**config.mk**
```make
export PLATFORM = sky130hd
export DESIGN_NAME = vram_block_dma
export DESIGN_NICKNAME = d
export VERILOG_FILES = /design/src/rtl/vdma_pkg.sv /design/src/rtl/vdma_regs.sv /design/src/rtl/vdma_ptr.sv /design/src/rtl/vdma_seq.sv /design/src/rtl/vram_block_dma.sv
export SDC_FILE = /design/constraint.sdc
export NUM_CORES = 1
export LEC_CHECK = 0
export BUFFER_PORTS_ARGS = -buffer_cell sky130_fd_sc_hd__buf_2
export CORE_MARGIN = 3
export CORE_UTILIZATION = 30
export CTS_CLUSTER_SIZE = 25
export DETAILED_ROUTE_END_ITERATION = 8
export PLACE_DENSITY = 0.54
export SLEW_MARGIN = 20
export SYNTH_ARGS = -nofsm -noshare
export SYNTH_HDL_FRONTEND = slang
export SYNTH_SLANG_ARGS = --single-unit
```
**constraint.sdc**
```tcl
create_clock -name clk -period 4.93 [get_ports clk]
set_input_delay 0.986 -clock clk [delete_from_list [all_inputs] [get_ports clk]]
set_output_delay 0.986 -clock clk [all_outputs]
set_load 0.03 [all_outputs]
```
**src/rtl/vdma_pkg.sv**
```systemverilog
package vdma_pkg;
   typedef enum logic [1:0] {
      XF_IDLE  = 2'd0,
      XF_READ  = 2'd1,
      XF_WRITE = 2'd2
   } xfer_state_e;

   localparam int SEL_W = 5;
   localparam logic [SEL_W-1:0] SEL_CTRL = 5'h0F;
   localparam logic [SEL_W-1:0] SEL_SRC  = 5'h10;
   localparam logic [SEL_W-1:0] SEL_DST  = 5'h11;
   localparam logic [SEL_W-1:0] SEL_LEN  = 5'h12;

   localparam int CTRL_W     = 5;
   localparam int CB_SAT_IRQ = 0;
   localparam int CB_BLK_IRQ = 1;
   localparam int CB_SRC_DEC = 2;   // destination direction is the next bit
   localparam int CB_SAT_RPT = 4;
   localparam int N_PTR      = 2;
endpackage

```
**src/rtl/vdma_regs.sv**
```systemverilog
module vdma_regs
   import vdma_pkg::*;
#(
   parameter int AW = 16,
   parameter int LW = 16,
   parameter int RW = 16
) (
   input  logic              clk,
   input  logic              rst_n,
   input  logic              wr_en,
   input  logic [SEL_W-1:0]  wr_sel,
   input  logic [RW-1:0]     wr_data,
   input  logic              busy,
   output logic [CTRL_W-1:0] ctrl_q,
   output logic              start,
   output logic [LW-1:0]     len_val,
   output logic [N_PTR-1:0]  ld_ptr,
   output logic [AW-1:0]     ld_val
);
   logic idle_wr;

   assign idle_wr   = wr_en && !busy;
   assign start     = idle_wr && (wr_sel == SEL_LEN);
   assign ld_ptr[0] = idle_wr && (wr_sel == SEL_SRC);
   assign ld_ptr[1] = idle_wr && (wr_sel == SEL_DST);
   assign len_val   = wr_data[LW-1:0];
   assign ld_val    = wr_data[AW-1:0];

   always_ff @(posedge clk) begin
      if (!rst_n) begin
         ctrl_q <= '0;
      end else if (wr_en && (wr_sel == SEL_CTRL)) begin
         ctrl_q <= wr_data[CTRL_W-1:0];
      end
   end
endmodule

```
**src/rtl/vdma_ptr.sv**
```systemverilog
module vdma_ptr #(
   parameter int AW = 16
) (
   input  logic          clk,
   input  logic          rst_n,
   input  logic          ld,
   input  logic [AW-1:0] ld_val,
   input  logic          start,
   input  logic          dir_in,
   input  logic          step,
   output logic [AW-1:0] ptr,
   output logic          dir_q
);
   localparam logic [AW-1:0] ONE = AW'(1);

   always_ff @(posedge clk) begin
      if (!rst_n) begin
         ptr   <= '0;
         dir_q <= 1'b0;
      end else begin
         if (start) begin
            dir_q <= dir_in;
         end
         if (ld) begin
            ptr <= ld_val;
         end else if (step) begin
            ptr <= dir_q ? (ptr - ONE) : (ptr + ONE);
         end
      end
   end
endmodule

```
**src/rtl/vdma_seq.sv**
```systemverilog
module vdma_seq
   import vdma_pkg::*;
#(
   parameter int LW = 16
) (
   input  logic          clk,
   input  logic          rst_n,
   input  logic          start,
   input  logic [LW-1:0] len_in,
   output xfer_state_e   state,
   output logic          rd_step,
   output logic          wr_step,
   output logic          done
);
   localparam logic [LW-1:0] ONE = LW'(1);

   logic [LW-1:0] remain;
   logic          last;

   assign last    = (remain == '0);
   assign rd_step = (state == XF_READ);
   assign wr_step = (state == XF_WRITE);
   assign done    = wr_step && last;

   always_ff @(posedge clk) begin
      if (!rst_n) begin
         state  <= XF_IDLE;
         remain <= '0;
      end else begin
         unique case (state)
            XF_IDLE: begin
               if (start) begin
                  remain <= len_in;
                  state  <= XF_READ;
               end
            end
            XF_READ: begin
               state <= XF_WRITE;
            end
            XF_WRITE: begin
               if (last) begin
                  state <= XF_IDLE;
               end else begin
                  remain <= remain - ONE;
                  state  <= XF_READ;
               end
            end
            default: begin
               state <= XF_IDLE;
            end
         endcase
      end
   end
endmodule

```
**src/rtl/vram_block_dma.sv**
```systemverilog
module vram_block_dma
   import vdma_pkg::*;
#(
   parameter int DW = 16,
   parameter int AW = 16,
   parameter int LW = 16,
   parameter int RW = 16
) (
   input  logic             clk,
   input  logic             rst_n,
   input  logic             reg_wr,
   input  logic [SEL_W-1:0] reg_sel,
   input  logic [RW-1:0]    reg_wdata,
   input  logic             irq_ack,
   output logic [AW-1:0]    vram_addr,
   output logic             vram_rd,
   output logic             vram_wr,
   output logic [DW-1:0]    vram_wdata,
   input  logic [DW-1:0]    vram_rdata,
   output logic             busy,
   output logic             irq,
   output logic [1:0]       sat_ctl
);
   if (DW < 1) begin : g_bad_dw
      $error("vram_block_dma: DW must be at least 1");
   end
   if (AW < 1 || AW > RW) begin : g_bad_aw
      $error("vram_block_dma: AW must lie in 1..RW");
   end
   if (LW < 1 || LW > RW) begin : g_bad_lw
      $error("vram_block_dma: LW must lie in 1..RW");
   end
   if (RW < CTRL_W) begin : g_bad_rw
      $error("vram_block_dma: RW too narrow for the control word");
   end

   logic [CTRL_W-1:0] ctrl_q;
   logic              start;
   logic [LW-1:0]     len_val;
   logic [N_PTR-1:0]  ld_ptr;
   logic [AW-1:0]     ld_val;
   xfer_state_e       state;
   logic              rd_step;
   logic              wr_step;
   logic              done;
   logic [N_PTR-1:0]  step_v;
   logic [N_PTR-1:0]  dir_v;
   logic [AW-1:0]     ptr_v [N_PTR];

   vdma_regs #(.AW(AW), .LW(LW), .RW(RW)) u_regs (
      .clk     (clk),
      .rst_n   (rst_n),
      .wr_en   (reg_wr),
      .wr_sel  (reg_sel),
      .wr_data (reg_wdata),
      .busy    (busy),
      .ctrl_q  (ctrl_q),
      .start   (start),
      .len_val (len_val),
      .ld_ptr  (ld_ptr),
      .ld_val  (ld_val)
   );

   vdma_seq #(.LW(LW)) u_seq (
      .clk     (clk),
      .rst_n   (rst_n),
      .start   (start),
      .len_in  (len_val),
      .state   (state),
      .rd_step (rd_step),
      .wr_step (wr_step),
      .done    (done)
   );

   assign step_v[0] = rd_step;
   assign step_v[1] = wr_step;

   for (genvar g = 0; g < N_PTR; g++) begin : g_ptr
      vdma_ptr #(.AW(AW)) u_ptr (
         .clk    (clk),
         .rst_n  (rst_n),
         .ld     (ld_ptr[g]),
         .ld_val (ld_val),
         .start  (start),
         .dir_in (ctrl_q[CB_SRC_DEC+g]),
         .step   (step_v[g]),
         .ptr    (ptr_v[g]),
         .dir_q  (dir_v[g])
      );
   end

   assign busy       = (state != XF_IDLE);
   assign vram_rd    = rd_step;
   assign vram_wr    = wr_step;
   assign vram_addr  = wr_step ? ptr_v[1] : ptr_v[0];
   assign vram_wdata = vram_rdata;
   assign sat_ctl    = {ctrl_q[CB_SAT_RPT], ctrl_q[CB_SAT_IRQ]};

   always_ff @(posedge clk) begin
      if (!rst_n) begin
         irq <= 1'b0;
      end else if (done && ctrl_q[CB_BLK_IRQ]) begin
         irq <= 1'b1;
      end else if (irq_ack) begin
         irq <= 1'b0;
      end
   end
endmodule

```
# [Word-level counts from Yosys, hierarchy flattened]
# Index checks and enable logic that the tools add are counted.
# W data, S select, Z words.
[totals] reg_bits=58 output_inout_bits=38 in_bits=41 elab_cells=52
[op_classes] n_eq_ne=8 n_addsub=5 n_mux=15 n_reduce_logical=16
[op_table] operator="$mux W16" n=9
[op_table] operator="$sub A16 B1 Y16 const B" n=3
[op_table] operator="$add A16 B1 Y16 const B" n=2
[op_table] operator="$pmux W16 S2" n=1
[op_table] operator="$logic_not A16 Y1" n=1
[op_table] operator="$eq A5 B5 Y1 const B" n=3
[op_table] operator="$reduce_bool A2 Y1" n=5
[op_table] operator="$logic_and A1 B1 Y1" n=7
[op_table] operator="$pmux W2 S3" n=1
[op_table] operator="$eq A5 B4 Y1 const B" n=1
[op_table] operator="$mux W1" n=3
[op_table] operator="$reduce_and A3 Y1" n=1
[op_table] operator="$eq A2 B1 Y1 const B" n=1
[op_table] operator="$eq A2 B2 Y1 const B" n=1
[op_table] operator="$logic_not A2 Y1" n=1
[op_table] operator="$mux W2" n=1
[op_table] operator="$ne A2 B1 Y1 const B" n=1
[op_table] operator="$ne A2 B2 Y1 const B" n=1
[op_table] operator="$logic_not A1 Y1" n=1

# [Logic depth before layout (Yosys ltp)]
[logic_depth] depth_word=6 mapped_depth=9

# [By module]
# Synthesis repeated with hierarchy kept, for this count alone.
[hier_totals] hier_cells=611 area_unflattened_um2=5007.3
[modules_own_cells] mod="vdma_ptr" area_each_um2=1482.7 instances=2 cells_per_inst=180
[modules_own_cells] mod="vdma_seq" area_each_um2=1133.6 instances=1 cells_per_inst=151
[modules_own_cells] mod="vdma_regs" area_each_um2=495.5 instances=1 cells_per_inst=61
[modules_own_cells] mod="vram_block_dma" area_each_um2=412.9 instances=1 cells_per_inst=39

# [Least setup slack after synthesis]
# Ideal clock, no wire load.
[synth_path] kind="reg2out" from="reg u_seq.state[0]" to="out vram_addr[10]" path_stages_with_launch=7 path_slack_ns=2.141 arrival_time_ns=1.803 path_cell_list="dfxtp_1 > nand2b_1 > inv_1 > clkbuf_1 > clkbuf_1 > nand2_1 > nand2_1"
[synth_between] elab_chain_cells=2
[synth_lines] item="start: declaration" line_no="vdma_seq.sv:10" source="output xfer_state_e state,"
[synth_lines] item="start signal: assignment" line_no="vdma_seq.sv:27" source="state <= XF_IDLE;"
[synth_lines] item="start signal: assignment" line_no="vdma_seq.sv:34" source="state <= XF_READ;"
[synth_lines] item="start signal: assignment" line_no="vdma_seq.sv:38" source="state <= XF_WRITE;"
[synth_lines] item="$eq A2 B2 Y1" line_no="vdma_seq.sv:22" source="assign wr_step = (state == XF_WRITE);"
[synth_lines] item="named net vram_wr" line_no="vram_block_dma.sv:17" source="output logic vram_wr,"
[synth_lines] item="$mux W16" line_no="vram_block_dma.sv:95" source="assign vram_addr = wr_step ? ptr_v[1] : ptr_v[0];"
[synth_lines] item="end: declaration" line_no="vram_block_dma.sv:15" source="output logic [AW-1:0] vram_addr,"
# The timed path passes the listed nets, and every way through them passes these cells.

# [Final worst setup path]
[layout_path] from="reg u_seq.state[0]" to="out vram_addr[15]"
[layout_between] elab_chain_cells=2
[layout_lines] item="$eq A2 B2 Y1" line_no="vdma_seq.sv:22"
[layout_lines] item="$mux W16" line_no="vram_block_dma.sv:95"
# Every way passes these cells.

==> out/metrics.csv <==
stage;metric;value;unit
floorplanning;Die Y-Extent;127.7;um
run;max-cap viol count;0;
setup_path;worst reg2reg setup slack;2.14;ns
pwr;Leak;0.002089;uW
yosys;mapped cell area;4446;um2
drt;vias;4399;
drt;Iter 0 DRT Violations;350;
setup_path;classification of the worst setup path;reg -> out;
sta;Worst Skew;0.007374;ns
yosys;top_reg_cell synth;dfxtp_1;
clocking;Max clock buf depth;2;
yosys;top cells by count, synth;117 x nand2_1, 58 x a21oi_1, 58 x dfxtp_1;
cells_and_area;Design Area, Final;4960;um2
cells_and_area;Layout Utilization;0.3492;
setup_path;Worst path max stage delay;0.41;ns
min_path;worst hold stages;2;
yosys;Post-synth EDFFs;0;
global_routing;initial antenna violation count;0;
yosys;Ys Warns;0;
yosys;syn_area_per_cell;7.372;um2
sta;hold slack;0.4658;ns
cells_and_area;Antenna Cells;0;
yosys;Yosys top cell area share;0.2612;
cells_and_area;Post-Layout Cell Count;798;
yosys;post-synth top area cell;dfxtp_1;
min_path;WHS Endpoint;irq;
place;hpwl dp;9866;um
setup_path;critical-path cell list;nand2b_2, inv_1, buf_4, nand2_1, nand2_1, buf_2;
cells_and_area;final net count;687;
outcome;outcome;finished clean;
min_path;HP Class;reg -> reg;
pwr;Worst VDD drop;0.0001303;V
pwr;pwr dens;232.6;nW/um2
sta;RSZ-0062 raised after global routing;no;
yosys;register bit total from synthesis;58;
sta;fin crit period;3.066;ns
pwr;Pint;875.3;uW
floorplanning;Die ar.;16320;um2
setup_path;CP top delay family;buffers and inverters;
setup_path;crit path max fanout;32;
pwr;P_sw;278.1;uW
floorplanning;core outline area;14200;um2
clocking;worst-skew pair later-pin latency;0.33;ns
floorplanning;IO Pins;79;
setup_path;Worst Path Arrival;2.08;ns
pwr;sequential share of power;0.413;
place;GPL Wtd Cong;0.8951;
global_routing;largest net degree at the start of global routing;59;
yosys;most frequent cell after synthesis;nand2_1;
yosys;post-synthesis sequential area ratio;0.2612;
floorplanning;Initial Utilization;0.3130;
global_routing;total grt overflow;0;
sta;Worst Tran Pin Value;1.073;ns
yosys;top cells by area, synth;dfxtp_1 26%, nand2_1 9.9%, ha_1 8.4%, a21oi_1 6.5%, nor2_1 4.6%;
setup_path;Buffers & Inverters on Critical Path;3;
clocking;CTS tree;yes;
setup_path;Worst setup SP type;register;
clocking;H-tree level count;3;
floorplanning;die width;127.7;um
pwr;Clock power frac;0.522;
clocking;clock buffer count from CTS;9;
drt;# DRC;0;
global_routing;vias in the first global route;4277;
clocking;Reg clk slew, reported paths;0.05;ns
setup_path;CP Launch Point;u_seq.state[0];
sta;f_max;326.2;MHz
yosys;Unique masters post-synth;64;
setup_path;RR Endpoint;g_ptr[1].u_ptr.ptr[9];
floorplanning;row cnt;43;
setup_path;start of the worst register-to-register path;g_ptr[1].u_ptr.dir_q;
drt;antenna viol nets, final;0;
sta;Final period util;0.6219;
yosys;Net Count, Synth;676;
global_routing;wire length of the first global-routing pass;21780;um
yosys;ys async rst share;0;
setup_path;Critical Path RT;3.94;ns
setup_path;CP Capture Type;output pin;
pwr;Comb power frac;0.065;
place;Area after DPL;4669;um2
place;# placed instances;783;
clocking;CTS root buffer;clkbuf_16;
sta;fin. max-slew vios;0;
global_routing;aggregate global-route resource usage;0.1636;
yosys;Cells after Synth;603;
sta;# setup viols final;0;
setup_path;worst reg2reg path depth;7;
sta;Final Hold Vio Count;0;
setup_path;Worst path most repeated cell;nand2_1;
clocking;Clock Sinks;58;
sta;relative slew slack;0.2829;
drt;vias per cell;5.513;
min_path;hold path start;irq;
drt;drt pass-1 iters;5;
clocking;Hold Buf Count CTS;0;
clocking;postcts setup bufs;0;
setup_path;slowest cell on the critical path;buf_4;
place;IO buf count;46;
drt;wire length per cell;16.65;um
pwr;Sw Share;0.2411;
drt;WL final;13280;um
cells_and_area;share of layout cells above drive strength 1;0.1294;
cells_and_area;Synth-to-Final Area Change;11.57;%
clocking;post-cts sizing count;0;
sta;setup TNS;0;ns
[power groups by stage]
stage	Combinational [uW]	Clock (uW)	Sequential, uW
floorplan	66.4	0	485
global placement	73.7	0	486
detailed placement	74.3	0	486
CTS	74.6	615	476
global route	81.6	637	476
finish	74.8	602	476
[cells by family (layout without fill, tap and decap cells)]
family | after synthesis | count (layout) | share of synthesized area
muxes | 7 | 7 | 0.01576
buffers and inverters | 61 | 76 | 0.07205
DFF | 58 | 58 | 0.2612
and+or+nand+nor | 244 | 244 | 0.2511
AOI/OAI and AO/OA | 184 | 184 | 0.2730
xor gates and xnor gates | 17 | 17 | 0.03349
adders and majority gates | 32 | 32 | 0.09344
[layout by cell type, fill, tap and decap left out, drive strengths merged, types with 4 or more instances in the layout]
cell / n
nand2: 117
o22ai: 6
nand4b: 4
nand3: 16
ha: 30
nor2: 54
clkbuf: 12
o21a: 4
and3: 4
o41ai: 5
a22o: 4
a221oi: 4
a21oi: 61
dfxtp: 58
nor3: 11
o221ai: 5
a22oi: 19
a21o: 6
mux2i: 7
inv: 11
o211ai: 8
o21ai: 36
nand4: 4
nand2b: 5
buf: 50
nor4: 6
xnor2: 14
[per-layer routing]
metal  share of wire  GRT usage  vias up
met5               0          0        -
met4           0.015    0.05868        0
met3           0.048    0.02417       16
met2            0.46     0.2612      119
met1            0.48     0.2245     2064
li1                -          -     2200
[worst register-to-register path: stages, from the launching register on]
cell      delay (ns)
dfxtp_1         0.80
ha_1            0.39
o21ai_1         0.41
o21bai_1        0.15
o21ai_0         0.27
nand2_1         0.11
or2_2           0.29
a32o_1          0.26
[stage by stage]
stage | total power (uW) | worst slack (ns)
floorplan | 551.3 | 2.141
global placement | 559.6 | 2.080
detailed placement | 560.4 | 1.969
CTS | 1166 | 1.845
global route | 1196 | 1.773
finish | 1153 | 1.864
[layout make-up]
cell class / count / area [um2]
fillers: 1530 / 9244
multi-input cells: 484 / 2982
flip-flops and latches: 58 / 1161
clock buffers: 12 / 266.5
repair buffers: 50 / 260.3
well taps: 180 / 225.2
inverters: 11 / 41.29
clock inverters: 3 / 23.77
[state kept, by name, indices dropped and copies added, names as in the netlist]
register / count
irq: 1
u_regs.ctrl_q: 5
u_seq.remain: 16
g_ptr.u_ptr.dir_q: 2
u_seq.state: 2
g_ptr.u_ptr.ptr: 32
[worst max-delay path by stage]
stage / cells past startpoint / end / slack, ns
after floorplan: 6 / vram_addr[10] / 2.14
after global placement: 7 / g_ptr[1].u_ptr.ptr[15] / 2.08
after detailed placement: 7 / g_ptr[1].u_ptr.ptr[15] / 1.97
after CTS: 6 / vram_addr[5] / 1.85
after global routing: 6 / vram_addr[5] / 1.77
final: 6 / vram_addr[15] / 1.86
(Power assumes the default switching activity.)
